<file path="config.mk">
export PLATFORM = sky130hd
export DESIGN_NAME = branch_unit
export DESIGN_NICKNAME = d
export VERILOG_FILES = /design/src/rtl/bcu_pkg.sv /design/src/rtl/bcu_operand.sv /design/src/rtl/bcu_compare.sv /design/src/rtl/bcu_decide.sv /design/src/rtl/bcu_target.sv /design/src/rtl/branch_unit.sv
export SDC_FILE = /design/constraint.sdc
export NUM_CORES = 1
export LEC_CHECK = 0
export ABC_AREA = 0
export BUFFER_PORTS_ARGS = -buffer_cell sky130_fd_sc_hd__clkbuf_2
export CAP_MARGIN = 15
export CORE_MARGIN = 2
export CORE_UTILIZATION = 58
export DETAILED_ROUTE_END_ITERATION = 10
export PLACE_DENSITY = 0.91
export SYNTH_ARGS = -nofsm -noshare
export SYNTH_HDL_FRONTEND = slang
export SYNTH_HIERARCHICAL = 1
export SYNTH_SLANG_ARGS = --single-unit
</file>
<file path="constraint.sdc">
create_clock -name clk -period 8.4 [get_ports clk]
set_clock_uncertainty 0.05 [all_clocks]
set_input_delay 0.42 -clock clk [delete_from_list [all_inputs] [get_ports clk]]
set_output_delay 0.42 -clock clk [all_outputs]
set_load 0.05 [all_outputs]
</file>
<file path="src/rtl/bcu_pkg.sv">
package bcu_pkg;
  localparam logic [2:0] CLS_WIDE   = 3'd5;
  localparam logic [2:0] CLS_NARROW = 3'd6;

  typedef enum logic [3:0] {
    CND_ALWAYS = 4'h0, CND_EQ  = 4'h1, CND_UGT = 4'h2, CND_UGE = 4'h3,
    CND_TEST   = 4'h4, CND_NE  = 4'h5, CND_SGT = 4'h6, CND_SGE = 4'h7,
    CND_CALL   = 4'h8, CND_RET = 4'h9, CND_ULT = 4'ha, CND_ULE = 4'hb,
    CND_SLT    = 4'hc, CND_SLE = 4'hd, CND_RSVE = 4'he, CND_RSVF = 4'hf
  } cond_e;

  typedef struct packed {
    logic eq;
    logic ult;
    logic slt;
    logic any;
  } cmp_flags_t;
endpackage

</file>
<file path="src/rtl/bcu_operand.sv">
module bcu_operand #(
  parameter int XLEN  = 64,
  parameter int IMM_W = 32
) (
  input  logic            use_reg,
  input  logic [IMM_W-1:0] imm,
  input  logic [XLEN-1:0] reg_val,
  output logic [XLEN-1:0] rhs
);
  localparam int EXT_W = XLEN - IMM_W;
  logic [XLEN-1:0] imm_ext;

  assign imm_ext = {{EXT_W{imm[IMM_W-1]}}, imm};
  assign rhs     = use_reg ? reg_val : imm_ext;
endmodule

</file>
<file path="src/rtl/bcu_compare.sv">
module bcu_compare
  import bcu_pkg::*;
#(
  parameter int W = 64
) (
  input  logic [W-1:0] a,
  input  logic [W-1:0] b,
  output cmp_flags_t   flags
);
  always_comb begin
    flags.eq  = (a == b);
    flags.ult = (a < b);
    flags.slt = ($signed(a) < $signed(b));
    flags.any = |(a & b);
  end
endmodule

</file>
<file path="src/rtl/bcu_decide.sv">
module bcu_decide
  import bcu_pkg::*;
(
  input  logic [2:0]  cls,
  input  logic [3:0]  cond,
  input  cmp_flags_t  f_wide,
  input  cmp_flags_t  f_narrow,
  output logic        taken,
  output logic        call,
  output logic        ret,
  output logic        illegal
);
  logic       is_wide, is_narrow;
  cmp_flags_t f;
  logic       hit, bad_code, want_call, want_ret;

  assign is_wide   = (cls == CLS_WIDE);
  assign is_narrow = (cls == CLS_NARROW);
  assign f         = is_narrow ? f_narrow : f_wide;

  always_comb begin
    hit       = 1'b0;
    bad_code  = 1'b0;
    want_call = 1'b0;
    want_ret  = 1'b0;
    unique case (cond_e'(cond))
      CND_ALWAYS: begin hit = 1'b1; bad_code = is_narrow; end
      CND_EQ:   hit = f.eq;
      CND_NE:   hit = !f.eq;
      CND_TEST: hit = f.any;
      CND_UGT:  hit = !f.ult && !f.eq;
      CND_UGE:  hit = !f.ult;
      CND_ULT:  hit = f.ult;
      CND_ULE:  hit = f.ult || f.eq;
      CND_SGT:  hit = !f.slt && !f.eq;
      CND_SGE:  hit = !f.slt;
      CND_SLT:  hit = f.slt;
      CND_SLE:  hit = f.slt || f.eq;
      CND_CALL: want_call = 1'b1;
      CND_RET:  begin want_ret = 1'b1; bad_code = is_narrow; end
      default:  bad_code = 1'b1;
    endcase
  end

  assign illegal = !(is_wide || is_narrow) || bad_code;
  assign taken   = !illegal && hit;
  assign call    = !illegal && want_call;
  assign ret     = !illegal && want_ret;
endmodule

</file>
<file path="src/rtl/bcu_target.sv">
module bcu_target #(
  parameter int PC_W  = 32,
  parameter int OFF_W = 16
) (
  input  logic [PC_W-1:0]  pc,
  input  logic [OFF_W-1:0] off,
  input  logic             taken,
  output logic [PC_W-1:0]  next_pc
);
  localparam int EXT_W = PC_W - OFF_W;
  localparam logic [PC_W-1:0] STEP = PC_W'(1);
  logic [PC_W-1:0] disp;

  assign disp    = taken ? {{EXT_W{off[OFF_W-1]}}, off} : '0;
  assign next_pc = pc + STEP + disp;
endmodule

</file>
<file path="src/rtl/branch_unit.sv">
module branch_unit
  import bcu_pkg::*;
#(
  parameter int XLEN  = 64,
  parameter int PC_W  = 32,
  parameter int OFF_W = 16,
  parameter int IMM_W = 32
) (
  input  logic             clk,
  input  logic             rst,
  input  logic [7:0]       opcode_i,
  input  logic [OFF_W-1:0] offset_i,
  input  logic [IMM_W-1:0] imm_i,
  input  logic [XLEN-1:0]  dst_val_i,
  input  logic [XLEN-1:0]  src_val_i,
  input  logic [PC_W-1:0]  pc_i,
  output logic             taken_o,
  output logic [PC_W-1:0]  next_pc_o,
  output logic             call_o,
  output logic             exit_o,
  output logic             illegal_o
);
  localparam int HALF = XLEN / 2;

  logic [XLEN-1:0] rhs;
  cmp_flags_t      lane_flags [2];
  logic            taken_d, call_d, ret_d, illegal_d;
  logic [PC_W-1:0] next_d;
  logic            live_q;

  bcu_operand #(.XLEN(XLEN), .IMM_W(IMM_W)) u_operand (
    .use_reg (opcode_i[3]),
    .imm     (imm_i),
    .reg_val (src_val_i),
    .rhs     (rhs)
  );

  // lane 0 compares full width, lane 1 the low half
  for (genvar g = 0; g < 2; g++) begin : g_lane
    localparam int LW = (g == 0) ? XLEN : HALF;
    bcu_compare #(.W(LW)) u_cmp (
      .a     (dst_val_i[LW-1:0]),
      .b     (rhs[LW-1:0]),
      .flags (lane_flags[g])
    );
  end

  bcu_decide u_decide (
    .cls      (opcode_i[2:0]),
    .cond     (opcode_i[7:4]),
    .f_wide   (lane_flags[0]),
    .f_narrow (lane_flags[1]),
    .taken    (taken_d),
    .call     (call_d),
    .ret      (ret_d),
    .illegal  (illegal_d)
  );

  bcu_target #(.PC_W(PC_W), .OFF_W(OFF_W)) u_target (
    .pc      (pc_i),
    .off     (offset_i),
    .taken   (taken_d),
    .next_pc (next_d)
  );

  always_ff @(posedge clk) begin
    if (rst) begin
      taken_o   <= 1'b0;
      next_pc_o <= '0;
      call_o    <= 1'b0;
      exit_o    <= 1'b0;
      illegal_o <= 1'b0;
      live_q    <= 1'b0;
    end else begin
      taken_o   <= taken_d;
      next_pc_o <= next_d;
      call_o    <= call_d;
      exit_o    <= ret_d;
      illegal_o <= illegal_d;
      live_q    <= 1'b1;
    end
  end

  // ---------------- assertions ----------------
  localparam logic [PC_W-1:0] ONE_PC = PC_W'(1);

  assert_flags_exclusive_R10: assert property (@(posedge clk) disable iff (rst)
    $onehot0({taken_o, call_o, exit_o, illegal_o}));

  assert_fallthrough_R7: assert property (@(posedge clk) disable iff (rst)
    (live_q && !taken_o) |-> (next_pc_o == $past(pc_i) + ONE_PC));

  assert_target_R7: assert property (@(posedge clk) disable iff (rst)
    (live_q && taken_o) |-> (next_pc_o == $past(pc_i) + ONE_PC
      + {{(PC_W-OFF_W){$past(offset_i[OFF_W-1])}}, $past(offset_i)}));

  assert_exit_class_R9: assert property (@(posedge clk) disable iff (rst)
    (live_q && exit_o) |-> ($past(opcode_i) == {CND_RET, 1'b0, CLS_WIDE}
                         || $past(opcode_i) == {CND_RET, 1'b1, CLS_WIDE}));

  assert_narrow_always_R8: assert property (@(posedge clk) disable iff (rst)
    (live_q && $past(opcode_i[2:0]) == CLS_NARROW && $past(opcode_i[7:4]) == 4'h0)
      |-> illegal_o);

  assert_class_illegal_R2: assert property (@(posedge clk) disable iff (rst)
    (live_q && $past(opcode_i[2:0]) != CLS_WIDE && $past(opcode_i[2:0]) != CLS_NARROW)
      |-> (illegal_o && !taken_o));
endmodule

</file>
After elaboration in Yosys (flattened, before gate mapping)
Index checks and enable logic that the tools add are counted.

Flip-flop bits (word level): 36. Bits in latches: 0. Memory bits (writable): 0. Bits in read-only memories: 0. Output and inout port bits: 36. Memories: 0.

Add/subtract/negate cells: 2. Multipliers: 0. Div/mod/pow operators: 0. Magnitude comparators: 4. Equal/unequal tests: 17. Shift-type cells: 0. Multiplexer cells: 7. Bitwise operators: 2. Reductions and logical operators: 19.

Operator list (number): less-than comparator 64 bit (2); AND 64 bit (1); == test 64 bit (1); less-than comparator 32 bit (2); two-way mux 64 bit (1); OR reduction 64 bit (1); adder 32 x 1 -> 32 bit (second input constant) (1); adder 32 bit (1); AND 32 bit (1); == test 32 bit (1); two-way mux 32 bit (1); OR reduction 32 bit (1); == test 4 bit (second input constant) (6); == test 4 x 3 -> 1 bit (second input constant) (4); case mux 1 bit (12 select lines) (1); OR reduction 12 bit (1); == test 4 x 2 -> 1 bit (second input constant) (2); == test 3 bit (second input constant) (2); logical AND 1 bit (5); logical NOT 1 bit (5); == test 4 x 1 -> 1 bit (second input constant) (1); logical NOT 4 bit (1); logical OR 1 bit (4); two-way mux 4 bit (1); other kinds (3) (4).

Depth between registers and ports, before layout
Depth in word-level cells: 10. Gate-level depth with buffers: 29. Mapped depth without buffers: 25.

Hierarchy
Netlist, hierarchy kept.

By module, submodules not included: bcu_compare (g_lane[0].u_cmp) (instances 1, cells each 322, area an instance 2626.3 um^2, sequential area each 0.0 um^2); bcu_target (instances 1, cells each 286, area an instance 1936.9 um^2, sequential area each 0.0 um^2); bcu_compare (g_lane[1].u_cmp) (instances 1, cells each 163, area an instance 1335.0 um^2, sequential area each 0.0 um^2); bcu_operand (instances 1, cells each 74, area an instance 1091.0 um^2, sequential area each 0.0 um^2); branch_unit (instances 1, cells each 75, area an instance 994.7 um^2, sequential area each 720.7 um^2); bcu_decide (instances 1, cells each 48, area an instance 342.8 um^2, sequential area each 0.0 um^2).

Least setup slack after synthesis
Ideal clock, no wire load.

Kind: input to register. Start point: input opcode_i[3]. End point: register next_pc_o[30]. Arrival: 5.597 ns. Required time: 8.236 ns. Path slack: 2.639 ns. Cell stages on the path: 29. Buffers on the path: 4. Path through: buf_6 buf_12 mux2_4 inv_1 ha_1 a21oi_2 nand2_1 a221o_1 a211o_1 a311oi_2 and4b_2 a211oi_1 a22o_1 a211oi_1 o22ai_1 buf_2 clkbuf_1 nand2_1 ha_1 inv_1 fa_1 a211oi_1 o21ai_1 a221oi_1 o21bai_1 a31o_2 mux2i_1 nor2_1 nor2b_1.

RTL lines: start, declared (line branch_unit.sv:11) `input logic [7:0] opcode_i,`; end signal, assigned (line branch_unit.sv:76) `next_pc_o <= next_d;`; end, declared (line branch_unit.sv:18) `output logic [PC_W-1:0] next_pc_o,`.

==> flow_metrics.env <==
export IMPL_dieWidth_um=123.8
export IMPL_synth_top_family_by_area="adder cells"
export IMPL_final_layout_size_suffix_gt1_share_pct=30.85
export IMPL_synth_warnings=6
export IMPL_clock_path_buffers=2
export IMPL_rsz0062_at_grt="false"
export IMPL_ys_types=86
export IMPL_start_util_pct=59.76
export IMPL_drv_cap=0
export IMPL_post_cts_repair_setup_buffers=0
export IMPL_clock_power_share_pct=21.5
export IMPL_p_sw_w=0.0003568
export IMPL_min_period_ns=6.698
export IMPL_grt_pass1_wl_um=36110
export IMPL_hold_viol=0
export IMPL_ys_seq_area_share_pct=8.655
export IMPL_gr_usage_met3_pct=3.068
export IMPL_n_antenna_cell=0
export IMPL_cts_sinks=36
export IMPL_yosys_top_cells_area="ha_1 (31%), mux2_4 (11%), dfxtp_1 (8.7%)"
export IMPL_vias=8036
export IMPL_gr_usage_met1_pct=34.33
export IMPL_core_area_um2=13930
export IMPL_ir_worst_vdd_mv=0.1083
export IMPL_synth_simple_area_share_pct=19.95
export IMPL_hpwl_um=19170
export IMPL_p_int_w=0.0005007
export IMPL_gp_routability_congestion=0.9791
export IMPL_fmax_mhz=149.3
export IMPL_row_count=43
export IMPL_viasPerCell=5.840
export IMPL_finalSetupViolCount=0
export IMPL_synth_cells=968
export IMPL_drc=0
export IMPL_grt_ovfl_total=0
export IMPL_synth_compound_area_share_pct=14.79
export IMPL_utilization_pct=69.46
export IMPL_slew_violations=0
export IMPL_cts_clk_slew_worst_paths_ns=0.06
export IMPL_cts_resized_gates=0
export IMPL_nets=1621
export IMPL_synth_edff_count=0
export IMPL_timing_hold_ws_ns=0.4256
export IMPL_grt_pass1_vias=7854
export IMPL_yosys_register_bits=36
export IMPL_drtPass1Iterations=7
export IMPL_syn_nets=1394
export IMPL_synth_mux_area_share_pct=12.98
export IMPL_hold_path_class="input pin to flop"
export IMPL_path_class="input pin to flop"
export IMPL_power_density_cell_area_nw_per_um2=88.58
export IMPL_startpoint_type="input pin"
export IMPL_status="complete, no violations"
export IMPL_slew_headroom_pct=31.57
export IMPL_htreeDepth=2
export IMPL_crit_fanout=59
export IMPL_drt_iter0_drc=634
export IMPL_power_leakage_nw=5.351
export IMPL_p_comb_share_pct=56.6
export IMPL_grt_max_degree=60
export IMPL_grt_antenna_before_repair=0
export IMPL_wl_per_cell_um=16.35
export IMPL_area_growth_pct=16.24
export IMPL_grt_total_usage_pct=29.24
export IMPL_antenna_left=0
export IMPL_end_kind="flop"
export IMPL_syn_area_um2=8327
export IMPL_cts_hold_buf=0
export IMPL_grtUsageMet2_pct=54.16
export IMPL_cts_buffers=5
export IMPL_num_io_pins=254
export IMPL_timing_final_crit_share_pct=79.74
export IMPL_post_synth_top_area_cell="ha_1"
export IMPL_required_ns=8.49
export IMPL_grt_busiest_layer="met2"
export IMPL_seqPwrFrac_pct=21.9
export IMPL_synth_xor_area_share_pct=3.576
export IMPL_portBuffers=253
export IMPL_root_buffer="clkbuf_16"
export IMPL_dominantRegCellSynth="dfxtp_1"
export IMPL_synthAdderAreaFrac_pct=31.34
export IMPL_tightest_slew_ns=1.027
export IMPL_finalWirelength_um=22490
export IMPL_die_height_um=123.8
export IMPL_yosysTopAreaCellShare_pct=31.10
export IMPL_total_power_w=0.0008574
export IMPL_swShare_pct=41.61
export IMPL_die_area_um2=15330
export IMPL_synthArstFlopShare_pct=0
export IMPL_post_synth_cell_area_avg_um2=8.602
export IMPL_setup_tns_final_ns=0
export IMPL_cts_tree="done"
export IMPL_arrival_ns=6.79
-- cell type report --
| class | count | area [µm²] |
|---|---|---|
| Sequential cell | 36 | 720.7 |
| Clock buffer | 5 | 125.1 |
| Clock inverter | 3 | 18.77 |
| Multi-Input combinational cell | 784 | 6882 |
| Timing Repair Buffer | 255 | 1284 |
| Fill cell | 1101 | 4255 |
| Inverter | 113 | 424.2 |
| Tap cell | 180 | 225.2 |
-- power groups by stage --
| stage | sequential, W | combinational [W] | clock [W] |
|---|---|---|---|
| floorplan | 0.000238 | 0.000291 | 0 |
| finish | 0.000188 | 0.000486 | 0.000184 |
| detailed placement | 0.000192 | 0.000479 | 0 |
| global route | 0.000189 | 0.000539 | 0.000191 |
| global placement | 0.000191 | 0.000462 | 0 |
| CTS | 0.000188 | 0.000483 | 0.000185 |
-- Yosys cell counts, drive strengths merged (12+ instances only) --
cell type,count
mux2i,12
o21ai,31
nor3,16
a21o,14
inv,113
a21oi,55
nand2,56
buf,26
nand3,24
dfxtp,36
nor4,32
xnor2,26
ha,207
mux2,65
nor2,39
nor2b,32
nand4,28
and2,18
-- layout by cell type, fill, tap and decap left out, types with 12 or more instances in the layout --
master	netlist	final
nand4_1	27	27
nor2b_1	32	32
o21ai_0	21	21
mux2i_1	12	12
clkbuf_2	1	252
dfxtp_1	36	36
inv_1	113	113
nand2_1	55	55
nor4_1	30	30
a21o_1	14	14
nor3_1	15	15
and2_1	18	18
a21oi_1	52	52
xnor2_1	26	26
mux2_4	61	61
ha_1	207	207
nand3_1	24	24
nor2_1	39	39
-- logic make-up (layout without fill, tap and decap cells) --
logic type      Yosys count  after routing
compound gates          172            172
xor+xnor                 34             34
fa+ha+maj               208            208
buf+inv                 148            376
flops                    36             36
mux                      77             77
simple gates            293            293
-- final timing paths --
check	to	cells after the start	slack (ns)	startpoint
setup / recovery	next_pc_o[30]	28	1.70	opcode_i[3]
hold / removal	next_pc_o[31]	3	0.43	pc_i[31]
-- flip-flops by register name, summed over array words and instances, names as in the netlist --
register   cells
illegal_o      1
call_o         1
taken_o        1
next_pc_o     32
exit_o         1
-- worst max-delay path, cell delays in order --
cell and delay [ns]:
buf_4 0.78, buf_4 0.32, mux2_4 0.34, inv_1 0.06, ha_1 0.25, nand4_1 0.14
nor2_1 0.06, a221o_1 0.29, a211o_1 0.28, a311oi_2 0.26, and4b_2 0.27, a211oi_1 0.07
a22o_1 0.20, a211oi_1 0.23, o22ai_1 0.12, buf_4 0.20, nand2_1 0.07, ha_1 0.16
inv_1 0.06, fa_1 0.42, a211oi_1 0.39, o21ai_1 0.16, a221oi_1 0.43, o21bai_1 0.19
a31o_2 0.27, mux2i_1 0.15, nor2_1 0.06, nor2b_1 0.12
-- routing by layer --
layer	vias up	wire, µm
met4	0	882
met3	75	1745
met2	418	11000
li1	3892	-
met1	3651	8870
met5	-	0
-- stage by stage --
| step | setup WS [ns] | cells | instance area (µm²) |
|---|---|---|---|
| 2_1_floorplan | 2.639 | 968 | 8327 |
| 3_3_place_gp | 1.688 | 1368 | 9535 |
| 3_5_place_dp | 1.460 | 1368 | 9535 |
| 4_1_cts | 1.715 | 1376 | 9679 |
| 5_1_grt | 1.207 | 1376 | 9679 |
| 6_report | 1.702 | 1376 | 9679 |
No activity file was read; power rests on OpenSTA's default activity.
